### src/rtl/trc_pkg.sv
package trc_pkg;
  localparam int ADDR_W = 32;
  localparam int NIB_W  = 4;
  localparam int NKINDS = 2;
  localparam int CNT_W  = $clog2(ADDR_W / NIB_W + 1);

  // Length code from upper-bit agreement with the last address of the same kind
  function automatic logic [1:0] len_code(input logic [ADDR_W-1:0] cur,
                                          input logic [ADDR_W-1:0] prev,
                                          input logic seen);
    if (!seen)                               return 2'd3;
    if (cur[ADDR_W-1:4]  == prev[ADDR_W-1:4])  return 2'd0;
    if (cur[ADDR_W-1:8]  == prev[ADDR_W-1:8])  return 2'd1;
    if (cur[ADDR_W-1:16] == prev[ADDR_W-1:16]) return 2'd2;
    return 2'd3;
  endfunction

  function automatic logic [CNT_W-1:0] code_nibbles(input logic [1:0] c);
    case (c)
      2'd0:    return CNT_W'(1);
      2'd1:    return CNT_W'(2);
      2'd2:    return CNT_W'(4);
      default: return CNT_W'(8);
    endcase
  endfunction
endpackage

### src/rtl/trc_hist.sv
module trc_hist
  import trc_pkg::*;
(
  input  logic              clk,
  input  logic              rst_n,
  input  logic              wr_en,
  input  logic              kind,
  input  logic [ADDR_W-1:0] wr_addr,
  output logic [ADDR_W-1:0] prev_addr,
  output logic              prev_seen
);
  logic [ADDR_W-1:0] last_q [NKINDS];
  logic [NKINDS-1:0] seen_q;

  for (genvar k = 0; k < NKINDS; k++) begin : g_kind
    always_ff @(posedge clk) begin
      if (!rst_n) begin
        last_q[k] <= '0;
        seen_q[k] <= 1'b0;
      end else if (wr_en && (int'(kind) == k)) begin
        last_q[k] <= wr_addr;
        seen_q[k] <= 1'b1;
      end
    end
  end

  assign prev_addr = last_q[kind];
  assign prev_seen = seen_q[kind];
endmodule

### src/rtl/trc_ser.sv
module trc_ser
  import trc_pkg::*;
(
  input  logic              clk,
  input  logic              rst_n,
  input  logic              load,
  input  logic [NIB_W-1:0]  hdr,
  input  logic [ADDR_W-1:0] payload,
  input  logic [CNT_W-1:0]  nibs,
  output logic [NIB_W-1:0]  data,
  output logic              sync_n,
  output logic              busy
);
  logic              hdr_phase;
  logic [CNT_W-1:0]  left_q;
  logic [ADDR_W-1:0] sh_q;
  logic [NIB_W-1:0]  hdr_q;

  always_ff @(posedge clk) begin
    if (!rst_n) begin
      hdr_phase <= 1'b0;
      left_q    <= '0;
      sh_q      <= '0;
      hdr_q     <= '0;
    end else if (load) begin
      hdr_phase <= 1'b1;
      left_q    <= nibs;
      sh_q      <= payload;
      hdr_q     <= hdr;
    end else if (hdr_phase) begin
      hdr_phase <= 1'b0;
    end else if (left_q != '0) begin
      left_q <= left_q - 1'b1;
      sh_q   <= sh_q >> NIB_W;
    end
  end

  always_comb begin
    if (hdr_phase)           data = hdr_q;
    else if (left_q != '0)   data = sh_q[NIB_W-1:0];
    else                     data = '0;
  end

  assign sync_n = ~hdr_phase;
  assign busy   = hdr_phase | (left_q != '0);
endmodule

### src/rtl/trc_delta_packer.sv
module trc_delta_packer
  import trc_pkg::*;
(
  input  logic              clk,
  input  logic              rst_n,
  input  logic              ev_valid,
  input  logic [ADDR_W-1:0] ev_addr,
  input  logic              ev_kind,
  input  logic              rt_mode,
  input  logic              lost_clr,
  output logic [NIB_W-1:0]  tp_data,
  output logic              tp_sync_n,
  output logic              cpu_stall,
  output logic              lost_flag
);
  logic              port_busy;
  logic              accept_evt;
  logic              drop_evt;
  logic [ADDR_W-1:0] prev_addr;
  logic              prev_seen;
  logic [1:0]        code;
  logic [NIB_W-1:0]  hdr;

  assign accept_evt = ev_valid & ~port_busy;
  assign drop_evt   = ev_valid & port_busy & rt_mode;
  assign cpu_stall  = ev_valid & port_busy & ~rt_mode;

  trc_hist u_hist (
    .clk(clk), .rst_n(rst_n), .wr_en(accept_evt), .kind(ev_kind),
    .wr_addr(ev_addr), .prev_addr(prev_addr), .prev_seen(prev_seen)
  );

  assign code = len_code(ev_addr, prev_addr, prev_seen);
  assign hdr  = {ev_kind, 1'b0, code};

  trc_ser u_ser (
    .clk(clk), .rst_n(rst_n), .load(accept_evt), .hdr(hdr),
    .payload(ev_addr), .nibs(code_nibbles(code)),
    .data(tp_data), .sync_n(tp_sync_n), .busy(port_busy)
  );

  always_ff @(posedge clk) begin
    if (!rst_n)         lost_flag <= 1'b0;
    else if (drop_evt)  lost_flag <= 1'b1;
    else if (lost_clr)  lost_flag <= 1'b0;
  end
endmodule

### config.mk
export PLATFORM = sky130hd
export DESIGN_NAME = trc_delta_packer
export DESIGN_NICKNAME = d
export VERILOG_FILES = /design/src/rtl/trc_pkg.sv /design/src/rtl/trc_hist.sv /design/src/rtl/trc_ser.sv /design/src/rtl/trc_delta_packer.sv
export SDC_FILE = /design/constraint.sdc
export NUM_CORES = 1
export LEC_CHECK = 0
export BUFFER_PORTS_ARGS = -buffer_cell sky130_fd_sc_hd__buf_2
export CAP_MARGIN = 25
export CORE_MARGIN = 4
export CORE_UTILIZATION = 63
export CTS_CLUSTER_SIZE = 28
export DETAILED_ROUTE_END_ITERATION = 8
export GPL_TIMING_DRIVEN = 0
export PLACE_DENSITY = 0.94
export RECOVER_POWER = 100
export SYNTH_ARGS = -nofsm -noshare
export SYNTH_HDL_FRONTEND = slang
export SYNTH_SLANG_ARGS = --single-unit
### constraint.sdc
create_clock -name clk -period 6.8 [get_ports clk]
set_input_delay 0.68 -clock clk [delete_from_list [all_inputs] [get_ports clk]]
set_output_delay 0.68 -clock clk [all_outputs]
set_load 0.02 [all_outputs]
* After elaboration in Yosys (flattened, before gate mapping)
Memories as Yosys holds them, arrays and structs flattened.
Index checks and enable logic that the tools add are counted.
** Storage, ports and cells
- Bits in registers :: 43
- RAM bits :: 64
- Input port bits :: 38
- Output and inout bits :: 7
- Logic and storage cells :: 74
- Memories kept :: 1
** Memories
- u_hist.last_q :: depth 2, width 32, read ports 1, clocked after Yosys merged registers in 0, write ports 2, line trc_hist.sv:12 : logic [ADDR_W-1:0] last_q [NKINDS];
** Cells by class
- $add $sub $neg :: 1
- Magnitude comparators :: 1
- Eq/ne operators :: 6
- Multiplexer cells :: 40
- Bitwise logic cells :: 11
- Reduce and logical (&&, ||, !) cells :: 7
** Operators with widths (count)
- 2-to-1 mux 32 bit :: 5
- equality test 28 bit :: 1
- equality test 24 bit :: 1
- 2-to-1 mux 1 bit :: 21
- 2-to-1 mux 4 bit :: 5
- equality test 16 bit :: 1
- 2-to-1 mux 2 bit :: 8
- case mux 4 bit (3 select lines) :: 1
- AND 1 bit :: 4
- NOT 1 bit :: 4
- nonzero test 2 bit :: 2
- nonzero test 4 bit :: 1
- subtractor 4 x 1 -> 4 bit (second input constant) :: 1
- bitwise OR 1 bit :: 3
- equality test 2 x 1 -> 1 bit (second input constant) :: 1
- equality test 2 bit (second input constant) :: 1
- logical AND 1 bit :: 2
- zero test 2 bit :: 1
- less-than comparator 1 x 2 -> 1 bit (second input constant) :: 1
- inequality test 2 bit (second input constant) :: 1
- AND reduction 2 bit :: 1

* Logic depth before layout (Yosys ltp)
Gate-level depths: netlist of the first run.
An unclocked memory read counts as a cell.
- Word-level depth :: 16
- Mapped depth :: 10
- Depth with buffers taken out :: 8

* Hierarchy
Synthesis of the first run repeated with hierarchy kept, for this count alone.
** Second synthesis, totals
- Cell total of the unflattened synthesis :: 506
- Area total of the unflattened synthesis :: 5248.8 um^2
** Modules (own cells, without submodules)
- trc_hist :: instances 1, cells an instance 219, area each 2860.2 um^2, sequential area each 1961.9 um^2
- trc_ser :: instances 1, cells an instance 231, area each 1949.4 um^2, sequential area each 820.8 um^2
- trc_delta_packer :: instances 1, cells an instance 56, area each 439.2 um^2, sequential area each 20.0 um^2

* Worst setup path after synthesis of the first run
No wires, ideal clock.
- Path type :: flip-flop to flip-flop
- From :: register u_ser.left_q[0]
- To :: memory u_hist.last_q[0][10], enable pin
- Library setup time :: 0.418 ns
- Arrival :: 2.745 ns
- Required time :: 6.382 ns
- Path slack :: 3.636 ns
- Cell stages (with the launch flop) :: 9
- Path buffers :: 2
- Clock period less this slack :: 3.164 ns
- Path through :: dfxtp_1 > inv_1 > ha_1 > or3b_1 > buf_2 > nor2_4 > nand2_2 > buf_2 > o21ai_1
** RTL lines
- start, declared :: line trc_ser.sv:15 : logic [CNT_W-1:0] left_q;
- start signal, assigned :: line trc_ser.sv:27 : left_q <= nibs;
- start signal, assigned :: line trc_ser.sv:33 : left_q <= left_q - 1'b1;
- end, declared :: line trc_hist.sv:12

==> results of run 1 <==
-- flip-flops by register name (all words and copies together), names as in the netlist --
register / flops
u_ser.sh_q: 32
u_ser.hdr_q: 3
lost_flag: 1
u_ser.hdr_phase: 1
u_hist.last_q: 56
u_ser.left_q: 4
u_hist.seen_q: 2
-- synthesized netlist by cell type, types with 2 or more instances --
| cell | count | area (um2) |
|---|---|---|
| nand2_1 | 69 | 259.0 |
| edfxtp_1 | 56 | 1682 |
| and2_1 | 55 | 344.1 |
| nor2_1 | 44 | 165.2 |
| dfxtp_1 | 43 | 860.8 |
| a311oi_1 | 28 | 245.2 |
| mux2i_1 | 28 | 280.3 |
| xor2_1 | 26 | 227.7 |
| clkbuf_1 | 15 | 56.30 |
| o21ai_0 | 7 | 35.03 |
| buf_2 | 6 | 30.03 |
| nand4_1 | 5 | 31.28 |
| a22oi_1 | 4 | 30.03 |
| and3_1 | 4 | 25.02 |
| inv_1 | 4 | 15.01 |
| a21oi_1 | 3 | 15.01 |
| buf_1 | 3 | 11.26 |
| buf_6 | 3 | 33.78 |
| o21ai_1 | 3 | 15.01 |
| xnor2_1 | 3 | 26.28 |
| a21o_1 | 2 | 15.01 |
| a31oi_1 | 2 | 12.51 |
| nor3_1 | 2 | 10.01 |
| nor3_4 | 2 | 32.53 |
-- worst max-delay path, delay by kind of cell, from the launching register on --
family	cells	cell delay (ps)
AO/OA/AOI/OAI	1	2040
adder cells (fa/ha/maj)	1	200
AND/OR/NAND/NOR	3	630
flip-flops	1	340
buffers and inverters	3	550
-- per-stage QoR --
stage	instances	worst slack, ps	hold WS [ps]	util (%)
final	595	2594	472.9	70.71
after global routing	595	2261	492.4	70.71
after CTS	595	3985	474.1	71.83
after detailed placement	579	4001	453.4	69.49
after global placement	578	2870	433.6	68.96
after floorplan	436	3636	426.1	-
-- layer usage --
layer	GRT usage (%)	vias up	part of all wire, %
met5	0	-	0
met2	41.57	127	50
met1	28.08	1645	42
met4	10.23	0	2.4
li1	-	1632	-
met3	3.926	18	6.1
-- worst max-delay path by stage --
stage / start / endpoint / slack [ps] / cells past startpoint
finish: u_ser.left_q[0] / u_hist.last_q[0][18] / 2590 / 8
global route: u_ser.left_q[0] / u_hist.last_q[0][28] / 2260 / 8
CTS: u_ser.left_q[0] / u_hist.last_q[1][23] / 3990 / 9
detailed placement: u_ser.left_q[0] / u_hist.last_q[1][19] / 4000 / 9
global placement: u_ser.left_q[0] / u_hist.last_q[0][16] / 2870 / 8
floorplan: u_ser.left_q[0] / u_hist.last_q[0][10] / 3640 / 8
-- logic make-up (layout without fill, tap and decap cells) --
kind of cell             Yosys count  after routing  share of synthesized area, %
XOR/XNOR                          29             29                         5.479
flip-flops                        99             99                         54.84
AO/OA/AOI/OAI                     54             54                         8.961
buffers and inverters             33             93                         3.401
AND/OR/NAND/NOR                  192            192                         21.00
multiplexers                      28             28                         6.046
adder cells (fa/ha/maj)            1              1                        0.2699
-- power breakdown --
part | total [uW] | switching (uW) | internal [uW]
clock network | 339 | 198 | 141
logic | 599 | 394 | 206
registers | 883 | 78.3 | 805
total | 1820 | 670 | 1150
-- final cells by class --
class | instances | area [um2] | share of cell area, %
plain buffers | 28 | 131.4 | 2.575
multi-input cells | 304 | 1906 | 37.36
flip-flops and latches | 99 | 2542 | 49.84
inverters | 5 | 18.77 | 0.3679
well taps | 99 | 123.9 | 2.428
clock buffers | 11 | 141.4 | 2.772
repair buffers | 44 | 210.2 | 4.121
clock inverters | 5 | 27.53 | 0.5396
==> reports/qor.yml, run 1 <==
min_from: "u_hist.seen_q[0]"
totalWireLength_mm: 9.948
grt_max_degree: 30
final_design_area_no_fill_um2: 5101
r2r_end: "u_hist.last_q[0][18]"
status: "complete, but fails checks"
reg2reg_depth: 8
grt_pass1_wl_mm: 15.62
grt.total_usage_pct: 23.52
reg2reg_from: "u_ser.left_q[0]"
hold_path_end: "u_hist.seen_q[0]"
placed_area_um2: 5014
synth-async-reset-ratio_pct: 0
ir_worst_vdd_mv: 0.1597
die_y_um: 93.78
first_global_vias: 3280
drt_iter0_markers: 273
drt-pass1-iter-count: 6
reg2reg_slack_ps: 2590
cts_num_sinks: 99
finalPower_uw: 1821
gp_congestion: 0.9192
syn_inst: 436
final_layout_size_suffix_gt1_share_pct: 12.10
antenna_found_initial: 0
placementRows: 31
hpwl_mm: 6.954
fin_crit_sh_pct: 61.85
port_buffers: 43
path_common_cell: "clkbuf_1"
slowest_stage: "o21ai_1"
cpPeakStageDelay_ps: 2040
min-delay-path-class: "flop to flop"
post-route-drc-count: 0
crit_arrival_ps: 4140
final_cell_mix: "70 x nand2_1, 56 x edfxtp_1, 44 x nor2_1"
finalMaxSlewViolations: 30
htree_levels: 3
p_leak_uw: 0.001967
ys_seq_area_share_pct: 54.84
num-fill-cells: 546
critical_path_required_ps: 6730
violations: "max-capacitance violations, max-slew violations"
synth_cell_types: 43
critPathMaxFanout: 29
io_pins: 45
syn_nets: 475
powerDensity_nw_per_um2: 357.0
fin_crit_ps: 4206
cts_tree: "built"
via_per_inst: 5.751
hold_viol_final: 0
finalSetupViolations: 0
clock-skew-final_ps: 6.646
max_freq_mhz: 237.8
synthesis.area_um2: 4636
final_common_cell: "nand2_1"
clockBufferDepth: 2
cts_buffers: 9
synth-edff-count: 56
criticalPathCategory: "flop to flop"
die_w_um: 93.78
drtAntennaViolNets: 0
dieArea_um2: 8795
core_um2: 7214
drt-wirelength-per-cell_um: 16.72
slew_headroom_pct: -79.30
initial_core_util_pct: 64.26
area_delta_synth_final_pct: 10.04
yosys_warnings: 0
ctsHoldBuffers: 0
grt_overflow: 0
synth_seq_cells: 99
start_kind: "flop"
clk_pin_slew_ps: 90
rsz0062_at_grt: "no"
path_cells: "inv_1 -> ha_1 -> or3b_1 -> clkbuf_1 -> nor2_4 -> nand2_1 -> clkbuf_1 -> o21ai_1"
cts-root-buf: "clkbuf_8"
tightestPinTransition_ps: 2672
synthFlopType: "edfxtp_1"
maxCapViolCount: 1
worstSetupEndpointType: "flop"
antenna_cells: 0
insertion_delay_ps: 370
cts.repair.resized: 0
hold_path_depth: 1
vias: 3422
avgSynthCellArea_um2: 10.63
layout.nets: 530
tns_ps: 0
post_cts_buffers: 0
Power figures use the tool's default switching activity.
==> inputs of run 2 (changes only) <==
- CORE_UTILIZATION: 63 -> 53
- PLACE_DENSITY: 0.94 -> 0.85
- clock period: 6.8 -> 3.8 ns (I/O delays scaled with it)
==> run 2 against run 1 <==
The run now ends clean. Maximum frequency is 30% higher. Highest routed layer unchanged. Sequential share of layout area is 0.72 points lower. Largest power group unchanged. Combinational power rose by 82%. Setup slack got worse by 2000 ps.
==> reports/qor.yml, run 2 (same netlist as run 1, synthesis figures left out) <==
finalMaxSlewViolations: 0
placementRows: 33
initial_core_util_pct: 55.31
largest_reg_flops: 56
top_layer: "met4"
port_buffers: 43
p_leak_uw: 0.001999
final_cell_mix: "70 x nand2_1, 56 x edfxtp_1, 44 x nor2_1"
tightestPinTransition_ps: 1184
finalHoldWorstSlack_ps: 262.5
drtAntennaViolNets: 0
gp_congestion: 0.8915
drt-pass1-iter-count: 5
cts_tree: "built"
first_global_vias: 3284
crit_path_end: "u_hist.last_q[0][28]"
regMostFlops: "u_hist.last_q"
core_um2: 8382
drt-wirelength-per-cell_um: 16.47
totalWireLength_mm: 9.917
final_design_area_no_fill_um2: 5176
max_freq_mhz: 308.0
die_w_um: 101.5
place_worst_setup_slack_ps: 927.8
via_per_inst: 5.640
final_layout_size_suffix_gt1_share_pct: 12.27
area_delta_synth_final_pct: 11.66
dieArea_um2: 10310
vias: 3395
cts_buffers: 9
wl_met2_mm: 4.810
reg2reg_slack_ps: 550
insertion_delay_ps: 370
cts_num_sinks: 99
worstSetupEndpointType: "flop"
critPathMaxFanout: 10
placed_area_um2: 5049
final_common_cell: "nand2_1"
post_cts_buffers: 0
hold_viol_final: 0
reg2reg_from: "u_ser.left_q[0]"
grt.total_usage_pct: 20.25
io_pins: 45
htree_levels: 3
num-fill-cells: 724
grt_overflow: 0
status: "complete, no violations"
antenna_cells: 0
powerDensity_nw_per_um2: 636.4
cts-root-buf: "clkbuf_8"
hpwl_mm: 7.165
criticalPathCategory: "flop to flop"
cts.repair.resized: 0
ir_worst_vdd_mv: 0.2919
wl_met1_mm: 4.270
grt_max_degree: 17
finalPower_uw: 3294
layout.nets: 531
slew_headroom_pct: 20.49
fin_ws_ps: 553.1
die_y_um: 101.5
rsz0062_at_grt: "no"
grt_pass1_wl_mm: 15.95
clockBufferDepth: 2
ctsHoldBuffers: 0
min-delay-path-class: "primary input to flop"
fin_crit_ps: 3247
fin_crit_sh_pct: 85.44
start_kind: "flop"
crit_start: "u_ser.left_q[0]"
finalSetupViolations: 0
critical_path_required_ps: 4030
wl_met3_um: 599
drt_iter0_markers: 154
clock-skew-final_ps: 13.16
r2r_end: "u_hist.last_q[0][28]"
reg2reg_depth: 9
crit_arrival_ps: 3480
maxCapViolCount: 0
reg.largest.list: "u_hist.last_q x56, u_ser.sh_q x32, u_ser.left_q x4"
antenna_found_initial: 0
post-route-drc-count: 0
clk_pin_slew_ps: 90
-- run 2: through the flow --
stage,setup TNS [ps],util (%),std cells
finish,0,61.76,602
global route,0,61.76,602
CTS,0,62.40,602
detailed placement,0,60.23,586
global placement,-5650,59.44,584
floorplan,0,-,436
-- run 2: metal layers --
| layer | vias to the layer above | GRT usage, % |
|---|---|---|
| met3 | 26 | 2.961 |
| met5 | - | 0 |
| li1 | 1639 | - |
| met1 | 1608 | 26.85 |
| met2 | 122 | 33.10 |
| met4 | 0 | 8.896 |
-- run 2: final cells by class --
class | instances | area (um2) | share of cell area (%)
sequential | 99 | 2542 | 49.12
buffer | 28 | 131.4 | 2.538
tap | 105 | 131.4 | 2.538
timing repair buffer | 45 | 261.5 | 5.052
inverter | 5 | 18.77 | 0.3626
multi-input combinational | 304 | 1909 | 36.89
clock buffer | 12 | 156.4 | 3.022
clock inverter | 4 | 25.02 | 0.4834
-- run 2: worst min path at each step --
stage / from / to / slack (ps) / cells past startpoint
6_report: lost_clr / lost_flag / 260 / 3
5_1_grt: lost_clr / lost_flag / 280 / 3
4_1_cts: lost_clr / lost_flag / 250 / 3
3_5_place_dp: u_hist.seen_q[0] / u_hist.seen_q[0] / 440 / 1
3_3_place_gp: u_hist.seen_q[1] / u_hist.seen_q[1] / 430 / 1
2_1_floorplan: u_hist.seen_q[0] / u_hist.seen_q[0] / 430 / 1
-- run 2: critical path, stage by stage (launching register included) --
cell,delay [ps]
dfxtp_1,340
inv_1,90
ha_1,200
or3b_1,360
clkbuf_1,220
nor2_4,130
nand2_1,150
nor3_1,930
clkbuf_1,480
and2_0,210
-- run 2: power breakdown --
part | switching, uW | internal [uW]
registers | 141 | 1440
clock network | 349 | 277
logic | 706 | 385
==> inputs of run 3 (changes only) <==
- ABC_AREA: not set -> 1
- CORE_UTILIZATION: 53 -> 54
- PLACE_DENSITY: 0.85 -> 0.86
==> run 3 against run 2 <==
Area after synthesis rose by 6.2%. Setup slack improved by 190 ps. First-iteration DRC count rose by 120%. Highest routed layer unchanged. Power fell by 2.0%. Critical endpoint is now u_hist.last_q[1][26].
==> reports/qor.yml, run 3 <==
fin_crit_sh_pct: 80.37
muxShareOfSynthArea_pct: 0
top_usage_layer: "met2"
worstSetupEndpointType: "flop"
grtUsageMet1_pct: 33.84
insertion_delay_ps: 380
swShare_pct: 37.95
fin_crit_ps: 3054
syn_nets: 677
rsz0062_at_grt: "no"
grt_pass1_wl_mm: 19.61
fin_ws_ps: 745.8
core_um2: 8806
min-delay-path-class: "primary input to flop"
path_common_cell: "nor2_1"
final_common_cell: "nand2_1"
ctsHoldBuffers: 0
hpwl_mm: 8.913
synth-async-reset-ratio_pct: 0
antenna_found_initial: 0
start_kind: "flop"
largest_reg_flops: 56
cts_num_sinks: 99
slowest_stage: "nand2_1"
finalSetupViolations: 0
ir_worst_vdd_mv: 0.2780
cts_buffers: 9
tightestPinTransition_ps: 1106
htree_levels: 3
critical_path_required_ps: 4020
post_cts_buffers: 0
hold_viol_final: 0
slew_headroom_pct: 25.50
synth_top_family_by_area: "simple AND/OR/NAND/NOR gates"
drtAntennaViolNets: 0
yosysMostFrequentCell: "nand2_1"
clockBufferDepth: 2
synth.top_cells.by_area: "edfxtp_1 34%, dfxtp_1 17%, nand2_1 14%"
powerDensity_nw_per_um2: 588.6
synth_compound_area_share_pct: 12.45
grt_max_degree: 19
placementRows: 34
drt_iter0_markers: 341
reg.largest.list: "u_hist.last_q x56, u_ser.sh_q x32, u_ser.left_q x4"
synth_fa_ha_area_share_pct: 0.2541
ys_seq_area_share_pct: 51.63
cts_tree: "built"
final_layout_size_suffix_gt1_share_pct: 10.57
syn_inst: 638
clk_pin_slew_ps: 100
cts.repair.resized: 0
place_worst_setup_slack_ps: 1097
cpPeakStageDelay_ps: 390
die_w_um: 103.5
path_cells: "inv_1 -> ha_1 -> nand3_1 -> nor2_1 -> clkinv_1 -> nor2_4 -> inv_1 -> nor2_1 -> nand2_1 -> clkbuf_1 -> nor2_1"
dieArea_um2: 10710
die_y_um: 103.5
crit_arrival_ps: 3280
via_per_inst: 5.475
grt_use_met3_pct: 3.219
grtUsageMet2_pct: 37.60
drt-pass1-iter-count: 5
synth_commonest_cells: "189 x nand2_1, 70 x nor2_1, 68 x a21oi_1, 63 x inv_1, 56 x edfxtp_1"
antenna_cells: 0
final_cell_mix: "191 x nand2_1, 72 x nor2_1, 68 x a21oi_1"
area_delta_synth_final_pct: 11.41
intPower_uw: 2004
synth-edff-count: 56
synth_simple_gate_area_share_pct: 26.73
critPathMaxFanout: 10
crit_family: "simple AND/OR/NAND/NOR gates"
io_pins: 45
criticalPathCategory: "flop to flop"
switching_power_uw: 1225
gp_congestion: 0.9128
crit_buf_inv: 4
fin_util_pct: 62.30
totalWireLength_mm: 12.10
post-route-drc-count: 0
synthesis.area_um2: 4925
layout.nets: 734
cts-root-buf: "clkbuf_8"
max_freq_mhz: 327.4
grt.total_usage_pct: 24.02
grt_overflow: 0
synth_top_area_share_pct: 34.15
synth_top_area_cell: "edfxtp_1"
regMostFlops: "u_hist.last_q"
first_global_vias: 4134
status: "complete, no violations"
clock-skew-final_ps: 11.82
synth_xor_area_share_pct: 0.3557
drt-wirelength-per-cell_um: 14.97
pwr-share-clk_pct: 19.1
avgSynthCellArea_um2: 7.719
p_seq_share_pct: 47.2
yosys_warnings: 0
finalMaxSlewViolations: 0
maxCapViolCount: 0
initial_core_util_pct: 55.92
reg2reg_slack_ps: 750
synth_seq_cells: 99
p_leak_uw: 0.002471
synth_cell_types: 28
port_buffers: 44
synthFlopType: "edfxtp_1"
vias: 4424
combPwrFrac_pct: 33.7
==> run 3: changes by cell type after synthesis, moves of 5 or more <==
cell	previous run	this run
o21ai_0	7	44
nand3_1	1	43
and2_1	55	0
a21oi_1	3	68
nor2_1	44	70
nand2_1	69	189
a311oi_1	28	0
xor2_1	26	2
inv_1	4	63
mux2i_1	28	0
nand2_2	1	6
==> run 3: cell type report <==
type                       instances  area, um2
fill                             775       3319
sequential                        99       2542
multi-input combinational        443       1958
timing repair buffer              46      266.5
inverter                          68      255.2
buffer                            28      160.2
tap                              108      135.1
clock buffer                      10      127.6
clock inverter                     6      41.29
==> run 3: cell families after synthesis <==
family / count (synthesis)
and+or+nand+nor: 321
buffers and inverters: 96
adders and majority gates: 1
xor gates and xnor gates: 2
DFF: 99
AOI/OAI and AO/OA: 119
==> run 3: power groups by stage <==
stage          Clock (uW)  Combinational [uW]  Sequential (uW)
3_3_place_gp            0                1030             1540
4_1_cts               619                1100             1520
2_1_floorplan           0                 796             1520
3_5_place_dp            0                1090             1540
6_report              616                1090             1520
5_1_grt               669                1230             1550
==> run 3: final timing paths <==
check	from	end	depth (start not counted)
max	u_ser.left_q[0]	u_hist.last_q[1][26]	11
min	lost_clr	lost_flag	4
max reg2reg	u_ser.left_q[0]	u_hist.last_q[1][26]	11
min reg2reg	u_hist.seen_q[1]	u_hist.seen_q[1]	2
==> run 3: metrics by stage <==
stage	power (uW)	cells	cell area, um2	hold WS (ps)	setup TNS, ps
2_1_floorplan	2313	638	4925	422.7	0
3_3_place_gp	2571	790	5280	432.1	-45880
3_5_place_dp	2637	792	5358	440.7	0
4_1_cts	3241	808	5527	243.9	0
5_1_grt	3450	808	5487	252.4	0
6_report	3229	808	5487	257.1	0
==> run 3: tightest hold or removal path, cell delays in order <==
cell     delay, ps
buf_2           70
inv_1           30
nand2_1         40
a21oi_1         60
==> run 3: layer usage <==
metal  vias to the layer above  part of all wire, %
li1                       2187                    -
met1                      2066                   45
met2                       154                   47
met3                        17                  6.1
met4                         0                  2.0
met5                         -                    0
